**src/rtl/timebase40.sv**
```systemverilog
module timebase40 #(
  parameter int                LO_W    = 32,
  parameter int                HI_W    = 8,
  parameter int                ADDR_W  = 8,
  parameter logic [ADDR_W-1:0] LO_ADDR = ADDR_W'('h60),
  parameter logic [ADDR_W-1:0] HI_ADDR = ADDR_W'('h64)
) (
  input  logic              clk,
  input  logic              rst_n,
  input  logic              tick,
  input  logic              rd_en,
  input  logic              wr_en,
  input  logic [ADDR_W-1:0] addr,
  input  logic [31:0]       wdata,
  output logic [31:0]       rd_data
);
  localparam int CNT_W = LO_W + HI_W;
  localparam int DW    = 32;

  logic [CNT_W-1:0] cnt_q;
  logic [HI_W-1:0]  snap_q;
  logic             en_q;

  wire rd_lo = rd_en && (addr == LO_ADDR);
  wire rd_hi = rd_en && (addr == HI_ADDR);
  wire wr_hi = wr_en && (addr == HI_ADDR);
  wire en_d  = wr_hi ? wdata[HI_W] : en_q;

  always_ff @(posedge clk) begin
    if (!rst_n) begin
      cnt_q   <= '0;
      snap_q  <= '0;
      en_q    <= 1'b0;
      rd_data <= '0;
    end else begin
      en_q <= en_d;
      if (!en_d)
        cnt_q <= '0;
      else if (en_q && tick)
        cnt_q <= cnt_q + CNT_W'(1);
      if (rd_lo)
        snap_q <= cnt_q[CNT_W-1:LO_W];
      rd_data <= rd_lo ? DW'(cnt_q[LO_W-1:0]) :
                 rd_hi ? DW'({en_q, snap_q}) : '0;
    end
  end

  initial begin
    p_width_ok_r8: assert (LO_W >= 1 && LO_W <= 32 && HI_W >= 1 && HI_W <= 30);
  end

  p_step_r2: assert property (@(posedge clk) disable iff (!rst_n)
    (en_q && en_d && tick) |=> cnt_q == $past(cnt_q) + CNT_W'(1));

  p_hold_r2: assert property (@(posedge clk) disable iff (!rst_n)
    (en_q && en_d && !tick) |=> $stable(cnt_q));

  p_stop_zero_r3: assert property (@(posedge clk) disable iff (!rst_n)
    !en_q |-> cnt_q == '0);

  p_snap_read_r6: assert property (@(posedge clk) disable iff (!rst_n)
    rd_lo ##1 rd_hi |=> rd_data[HI_W-1:0] == $past(cnt_q[CNT_W-1:LO_W], 2));

  p_hi_fields_r7: assert property (@(posedge clk) disable iff (!rst_n)
    rd_hi |=> (rd_data[DW-1:HI_W+1] == '0) && (rd_data[HI_W] == $past(en_q)));

  p_idle_zero_r9: assert property (@(posedge clk) disable iff (!rst_n)
    !rd_en |=> rd_data == '0);
endmodule

```
**config.mk**
```make
export PLATFORM = sky130hd
export DESIGN_NAME = timebase40
export DESIGN_NICKNAME = d
export VERILOG_FILES = /design/src/rtl/timebase40.sv
export SDC_FILE = /design/constraint.sdc
export NUM_CORES = 1
export LEC_CHECK = 0
export ABC_AREA = 1
export BUFFER_PORTS_ARGS = -buffer_cell sky130_fd_sc_hd__buf_4
export CAP_MARGIN = 10
export CORE_MARGIN = 4
export CORE_UTILIZATION = 30
export DETAILED_ROUTE_END_ITERATION = 6
export PLACE_DENSITY_LB_ADDON = 0.3
export SLEW_MARGIN = 15
export SYNTH_ARGS = -nofsm -noshare
export SYNTH_HDL_FRONTEND = slang
export SYNTH_SLANG_ARGS = --single-unit
```
**constraint.sdc**
```tcl
create_clock -name clk -period 2.3 [get_ports clk]
set_input_delay 0.69 -clock clk [delete_from_list [all_inputs] [get_ports clk]]
set_output_delay 0.69 -clock clk [all_outputs]
set_load 0.01 [all_outputs]
```
* Yosys cells after proc, flatten, opt, wreduce, memory -nomap -nowiden
Index checks and enable logic that the tools add are counted.
Word-level totals: flip-flop bits (word level) 81, input bits 45
Cells by class: add/sub/neg operators 1, equality and inequality tests 2, multiplexer cells 3, reductions and logical operators 5
Operators with widths (count):
- adder 40 x 1 -> 40 bit, second input constant | 1
- 2-to-1 mux 32 bit | 1
- equality test 8 x 7 -> 1 bit, second input constant | 2
- 2-to-1 mux 9 bit | 1
- logical AND 1 bit | 4
- AND reduction 2 bit | 1
- 2-to-1 mux 1 bit | 1

* Logic depth before layout (Yosys ltp)
Gate-level depths: netlist of run 1.
depth after elaboration 4, gate-level depth with buffers 11, mapped depth without buffers 10

* Worst setup path after synthesis of run 1
Ideal clock, no wire load.
kind in2reg, start point input addr[1], end point register rd_data[21], setup time 0.064 ns, arrival time 1.571 ns, data required time 2.236 ns, setup slack 0.665 ns, stages 7, path buffers 2, path through nor2_1 nand2_1 nor2_1 nand4_1 buf_2 buf_2 nor2_1
Between the ends: cells in the longest elaborated chain, start to end 3
RTL lines:
- from (decl) | line 13 | input logic [ADDR_W-1:0] addr,
- equality test 8 x 7 -> 1 bit | line 24 | wire rd_lo = rd_en && (addr == LO_ADDR);
- logical AND 1 bit | line 24
- 2-to-1 mux 32 bit | line 43 | rd_data <= rd_lo ? DW'(cnt_q[LO_W-1:0]) :
- to (signal assigned) | line 43
- to (decl) | line 15 | output logic [31:0] rd_data
Every way passes these cells. A chain may end at the register's enable or synchronous reset.

* Worst setup path after layout of run 1
start point register cnt_q[1], end point register cnt_q[32]
Between the ends: cells in the longest elaborated chain, start to end 1
RTL lines:
- from (decl) | line 20 | logic [CNT_W-1:0] cnt_q;
- from (signal assigned) | line 40 | cnt_q <= cnt_q + CNT_W'(1);
- adder 40 x 1 -> 40 bit | line 40
Every way passes these cells.

==> reports/metrics.csv, run 1 <==
stage,metric,value,unit
synthesis,Mapped Area,3645,sq um
place,placed cell areas,4174,sq um
grt,GRT overflow,0,
clocking,Clock Latency Late Sink,0.34,ns
grt,first-pass GRT wire length,14880,microns
final_layout,Final nets,628,
synthesis,sequential-to-total area share from yosys stat,44.49,%
grt,overall routing resource usage,13.22,%
hold_path,hold path cells,2,
synthesis,largest area contributor in the netlist,dfxtp_1,
route,max layer used,met4,
route,met2 wire length,4292,microns
sta,RSZ-0062 raised after global routing,no,
synthesis,"EDFF count, synth",0,
clocking,CTS sink cnt,81,
route,Initial DRT Pass Iterations,4,
place,IO buf count,45,
route,routed vias,3283,
grt,largest net degree at the start of global routing,31,
final_layout,share of cells above drive strength 1,15.21,%
route,DRC,0,
clocking,CTS Hold Bufs,0,
power,P_int,2359,uW
power,Sw Pwr,549.4,uW
clocking,clk buf depth,2,
die,I/O pin count,77,
critical_path,CP Capture Type,flip-flop,
final_layout,Storage cell area,1622,sq um
synthesis,Post-synth top cells,"114 x nand2_1, 113 x nor2_1, 81 x dfxtp_1",
run_status,status,"finished, final reports clean",
place,DP HPWL,6964,microns
route,Post-Route WL,9039,microns
clocking,number of setup buffers added after CTS,0,
power,clock share of power,50.7,%
hold_path,HP Start,snap_q[3],
route,routed length on met3,384,microns
synthesis,asr flop ratio synth,0,%
power,PD cells,650.1,nW/um^2
synthesis,Post-Syn Instances,529,
sta,Achievable Freq,581.2,MHz
critical_path,R2R cell count,8,
critical_path,reg2reg start,cnt_q[1],
clocking,CTS-repair resized insts,0,
critical_path,CP max FO,5,
critical_path,critical path cell sequence,"ha_1, nand3_1, nor2_2, nand3_1, nor2_1, nand4_1, nand2_1, nor2_1",
sta,Max Slew Vio Count,0,
die,Die X,118.2,microns
synthesis,post-synth top area share,44.49,%
hold_path,WHS Endpoint,snap_q[3],
synthesis,Unique masters post-synth,29,
synthesis,top post-synthesis cells by area,"dfxtp_1 44%, nand2_1 12%, nor2_1 12%",
power,Net Sw Frac,18.89,%
sta,final hold violation count,0,
clocking,Num CTS Buffers,9,
route,wl on met1,4221,microns
die,die area,13980,sq um
final_layout,ant diodes,0,
grt,antenna violations before repair,0,
power,Pleak,0.001640,uW
final_layout,fill count,1253,
clocking,Worst-path clk slew,0.06,ns
critical_path,R2R Setup Slk,0.58,ns
sta,fin crit share,74.81,%
place,Final Wtd Congestion,0.9394,
synthesis,top-count cell post-synth,nand2_1,
power,Worst VDD drop,0.3060,mV
hold_path,Hold Path Class,reg -> reg,
power,share of power burned in registers,48.2,%
route,routed vias/inst,4.510,
final_layout,Final Non-Filler Cells,728,
die,Initial Util,31.25,%
sta,worst-margin pin slew,0.3636,ns
place,Placed Instances,714,
final_layout,Post-Layout Inst Area,4474,sq um
synthesis,Yosys warning count,0,
die,Core ar.,11660,sq um
route,Iteration-0 DRC Markers,206,
synthesis,Yosys reg bits,81,
final_layout,Layout area overhead,22.76,%
die,row count,39,
clocking,TritonCTS clock tree,done,
sta,Max transition margin,75.67,%
sta,final setup fails,0,
final_layout,area taken by multi-input logic gates,1708,sq um
critical_path,crit start category,flip-flop,
synthesis,Syn Nets,575,
critical_path,CP required,2.54,ns
sta,setup TNS,0,ns
synthesis,most frequently used flop master after synthesis,dfxtp_1,
sta,Tmin final,1.721,ns
critical_path,CP peak stage delay,0.41,ns
die,DIE HEIGHT,118.2,microns
flow_run,Max Cap Violations,0,
clocking,H-tree depth,3,
grt,vias in the first global route,3084,
sta,Clock Skew,0.009291,ns
power,combinational power share,1.0,%
critical_path,CP arrival,1.96,ns
route,"antenna viol nets, final",0,
synthesis,syn avg cell area,6.890,sq um
route,mean routed wirelength per cell,12.42,microns
critical_path,WS Path Type,reg -> reg,
clocking,clock root buffer,clkbuf_16,
critical_path,crit path max-delay cell type,dfxtp_1,
critical_path,Reg-to-Reg End,cnt_q[32],
## area by class of cell
| type | instances | area share, % |
|---|---|---|
| multi-input cells | 366 | 38.17 |
| flip-flops and latches | 81 | 36.24 |
| well taps | 143 | 3.999 |
| inverters | 74 | 6.208 |
| clock inverters | 3 | 1.510 |
| repair buffers | 50 | 8.669 |
| clock buffers | 11 | 5.201 |
## through the flow
step	utilization [%]	hold WS [ns]	power, uW	setup slack, ns
floorplan	-	0.4424	1443	0.6652
global placement	35.79	0.4639	1464	0.3684
detailed placement	35.79	0.4670	1465	0.3244
CTS	38.37	0.4766	2944	0.5999
global route	38.37	0.4936	2997	0.4406
finish	38.37	0.4765	2909	0.5793
## worst max-delay path by stage
| stage | startpoint | endpoint | slack [ns] |
|---|---|---|---|
| after floorplan | addr[1] | rd_data[21] | 0.67 |
| after global placement | tick | cnt_q[30] | 0.37 |
| after detailed placement | tick | cnt_q[38] | 0.32 |
| after CTS | cnt_q[1] | cnt_q[38] | 0.60 |
| after global routing | cnt_q[1] | cnt_q[32] | 0.44 |
| final | cnt_q[1] | cnt_q[32] | 0.58 |
## cell families after synthesis
| group | after synthesis | share of synthesized area (%) |
|---|---|---|
| and+or+nand+nor | 326 | 39.62 |
| adders and majority gates | 1 | 0.3432 |
| buffers and inverters | 82 | 8.651 |
| AOI/OAI and AO/OA | 27 | 4.016 |
| DFF | 81 | 44.49 |
| xor gates and xnor gates | 12 | 2.884 |
## state kept, by name (all words and copies together), names as in the netlist
name	flops
rd_data	32
snap_q	8
en_q	1
cnt_q	40
## cell usage in the layout, fill, tap and decap left out, drive strengths merged, types with 2 or more instances in the layout
cell type and count:
a21oi 7, buf 50, bufinv 2, clkbuf 11, dfxtp 81, inv 73
nand2 123, nand3 42, nand3b 2, nand4 13, nor2 127, nor3 17
o21ai 18, xnor2 2, xor2 10
## per-layer routing
layer	track usage, %	vias to the layer above
li1	-	1751
met1	16.14	1475
met5	0	-
met3	3.295	8
met2	22.37	49
met4	5.275	0
## worst max-delay path: cells and delay by family, from the launching register on
family	cells	cell delay, ns
adders and majority gates	1	0.21
and+or+nand+nor	7	1.01
DFF	1	0.41
## power groups by stage
stage                     combinational (uW)  sequential, uW  clock [uW]
after floorplan                         9.08            1430           0
after global placement                  29.7            1430           0
after detailed placement                30.6            1430           0
after CTS                               30.5            1400        1510
after global routing                    33.3            1400        1560
final                                   30.4            1400        1480
No activity file was read; power rests on OpenSTA's default activity.
==> run 2: changes to the inputs <==
==> constraint.sdc (replaced) <==
create_clock -name clk -period 1.7 [get_ports clk]
set_input_delay 0.51 -clock clk [delete_from_list [all_inputs] [get_ports clk]]
set_output_delay 0.51 -clock clk [all_outputs]
set_load 0.01 [all_outputs]
==> run 2 against run 1 <==
  * First-iteration DRC count rose by 22%
  * Count of clock-buffer cells in the layout fell by 1
  * Sequential power rose by 36%
  * Final cell count rose by 2.3%
  * Maximum frequency rose by 7.3%
  * Critical path depth rose by 1
  * Critical path type unchanged
  * Highest routed layer unchanged
==> reports/metrics.csv, run 2 (synthesized netlist as in run 1, its figures left out) <==
stage,metric,value,unit,change
final_layout,Layout area overhead,27.33,%,
hold_path,WHS Endpoint,snap_q[6],,
die,Core ar.,11660,sq um,unchanged
critical_path,reg2reg start,cnt_q[7],,
critical_path,WS Path Type,reg -> reg,,
sta,worst-margin pin slew,0.3430,ns,-0.02067 ns
final_layout,"commonest non-fill, non-tap cell in the layout",nand2_1,,
critical_path,CP Capture Type,flip-flop,,
clocking,Num CTS Buffers,9,,unchanged
route,routed vias/inst,4.548,,+0.84%
route,Iteration-0 DRC Markers,251,,+22%
critical_path,CP max FO,4,,-1
final_layout,most flop-heavy register,cnt_q,,
sta,Max Slew Vio Count,0,,unchanged
clocking,clk buf depth,2,,unchanged
final_layout,"commonest non-fill, non-tap cells in the layout","114 x nand2_1, 111 x nor2_1, 81 x dfxtp_1",,
hold_path,Hold Path Class,reg -> reg,,
clocking,TritonCTS clock tree,done,,
grt,vias in the first global route,3351,,+8.7%
critical_path,CP Launch Point,cnt_q[7],,
run_status,status,"finished, final reports clean",,
sta,Max transition margin,77.07,%,+1.4 points
route,mean routed wirelength per cell,12.52,microns,+0.86%
sta,Achievable Freq,623.5,MHz,+7.3%
grt,antenna violations before repair,0,,unchanged
clocking,Clock Latency Late Sink,0.34,ns,about the same
flow_run,Max Cap Violations,0,,unchanged
route,routed vias,3388,,+3.2%
final_layout,Post-Layout Inst Area,4641,sq um,+3.7%
power,Pleak,0.001738,uW,+6.0%
route,"antenna viol nets, final",0,,unchanged
grt,largest net degree at the start of global routing,31,,unchanged
route,DRC,0,,unchanged
critical_path,Top Family by Delay on Critical Path,simple AND/OR/NAND/NOR gates,,
place,IO buf count,45,,unchanged
critical_path,crit start category,flip-flop,,
sta,final setup fails,0,,unchanged
critical_path,critical path cell sequence,"nand2_1, nor2_2, nand2_1, inv_1, nand2_2, buf_4, o21ai_0, nand3_1, inv_1",,
die,Die X,118.2,microns,unchanged
power,Design Power,4010,uW,+38%
power,clock share of power,51.7,%,+1.0 points
grt,first-pass GRT wire length,15680,microns,+5.4%
sta,Clock Skew,0.009850,ns,+0.0005584 ns
critical_path,R2R Setup Slk,0.1,ns,-0.48 ns
die,Initial Util,31.25,%,unchanged
place,Final Wtd Congestion,0.9469,,+0.80%
clocking,number of setup buffers added after CTS,0,,unchanged
final_layout,share of cells above drive strength 1,18.27,%,+3.1 points
critical_path,Reg-to-Reg End,cnt_q[22],,
critical_path,crit path buf inv count,3,,+3
die,row count,39,,unchanged
clocking,H-tree depth,3,,unchanged
final_layout,top flop regs,"cnt_q x40, rd_data x32, snap_q x8",,
grt,GRT overflow,0,,unchanged
grt,overall routing resource usage,13.80,%,+0.58 points
final_layout,number of flip-flops under the largest register name,40,,unchanged
critical_path,crit path max-delay cell type,dfxtp_1,,
final_layout,Final nets,644,,+2.5%
clocking,CTS-repair resized insts,0,,unchanged
clocking,Worst-path clk slew,0.06,ns,about the same
hold_path,hold path cells,2,,unchanged
clocking,CTS Hold Bufs,0,,unchanged
critical_path,R2R cell count,9,,+1
final_layout,ant diodes,0,,unchanged
sta,final hold violation count,0,,unchanged
hold_path,HP Start,snap_q[6],,
route,Initial DRT Pass Iterations,5,,+1
critical_path,CP arrival,1.89,ns,-0.07 ns
power,Sw Pwr,774.0,uW,+41%
power,share of power burned in registers,47.3,%,-0.9 points
final_layout,Storage cell area,1622,sq um,unchanged
clocking,CTS sink cnt,81,,unchanged
sta,Tmin final,1.604,ns,-0.1168 ns
place,placed cell areas,4307,sq um,+3.2%
power,Worst VDD drop,0.4219,mV,+38%
power,Net Sw Frac,19.30,%,+0.41 points
critical_path,CP required,1.98,ns,-0.56 ns
route,Post-Route WL,9330,microns,+3.2%
place,DP HPWL,7058,microns,+1.3%
final_layout,area taken by multi-input logic gates,1723,sq um,+0.88%
power,P_int,3236,uW,+37%
die,DIE HEIGHT,118.2,microns,unchanged
final_layout,fill count,1201,,-4.2%
power,PD cells,864.1,nW/um^2,+33%
sta,fin crit share,94.35,%,+20 points
die,die area,13980,sq um,unchanged
clocking,clock root buffer,clkbuf_16,,
die,I/O pin count,77,,unchanged
critical_path,CP peak stage delay,0.43,ns,+0.02 ns
power,combinational power share,1.0,%,about the same
-- run 2: per-stage QoR --
step                      utilization, %  hold WS (ns)  setup WS (ns)  instances   TNS [ns]
after CTS                          39.66        0.4800         0.1031        745          0
after detailed placement           36.93        0.4703       0.006585        730          0
after floorplan                        -        0.4424         0.2452        529          0
after global routing               39.79        0.4981      -0.002079        745  -0.002079
after global placement             36.93        0.4642        0.01789        730          0
final                              39.79        0.4766        0.09610        745          0
-- run 2: power by group through the flow --
stage	logic (uW)	registers (uW)	clock network, uW
after global placement	40.4	1940	0
final	40.9	1900	2070
after global routing	45.7	1900	2170
after detailed placement	40.8	1940	0
after CTS	40.9	1900	2110
after floorplan	12.3	1940	0
-- run 2: how the worst max path moves through the flow --
stage	to	slack (ns)	cells past startpoint
final	cnt_q[22]	0.1	9
after detailed placement	cnt_q[28]	0.007	8
after global routing	cnt_q[22]	-0.002	9
after floorplan	rd_data[21]	0.25	7
after global placement	rd_data[5]	0.02	7
after CTS	cnt_q[24]	0.10	9
-- run 2: worst min-delay path: cells and delay by family, from the launching register on --
| family | cells | cell delay, ns |
|---|---|---|
| flip-flops | 1 | 0.31 |
| AND/OR/NAND/NOR | 2 | 0.12 |
-- run 2: final cells by class --
| class | instances | share of cell area (%) |
|---|---|---|
| multi-input combinational | 366 | 37.13 |
| sequential | 81 | 34.94 |
| timing repair buffer | 66 | 11.22 |
| inverter | 74 | 5.985 |
| clock buffer | 10 | 5.150 |
| tap | 143 | 3.855 |
| clock inverter | 5 | 1.726 |
-- run 2: layer usage --
metal / up-vias / global-route usage [%] / routed length, microns
li1: 1785 / - / -
met1: 1510 / 17.10 / 4328
met2: 70 / 22.51 / 4410
met3: 23 / 3.438 / 372
met4: 0 / 6.593 / 218
met5: - / 0 / 0
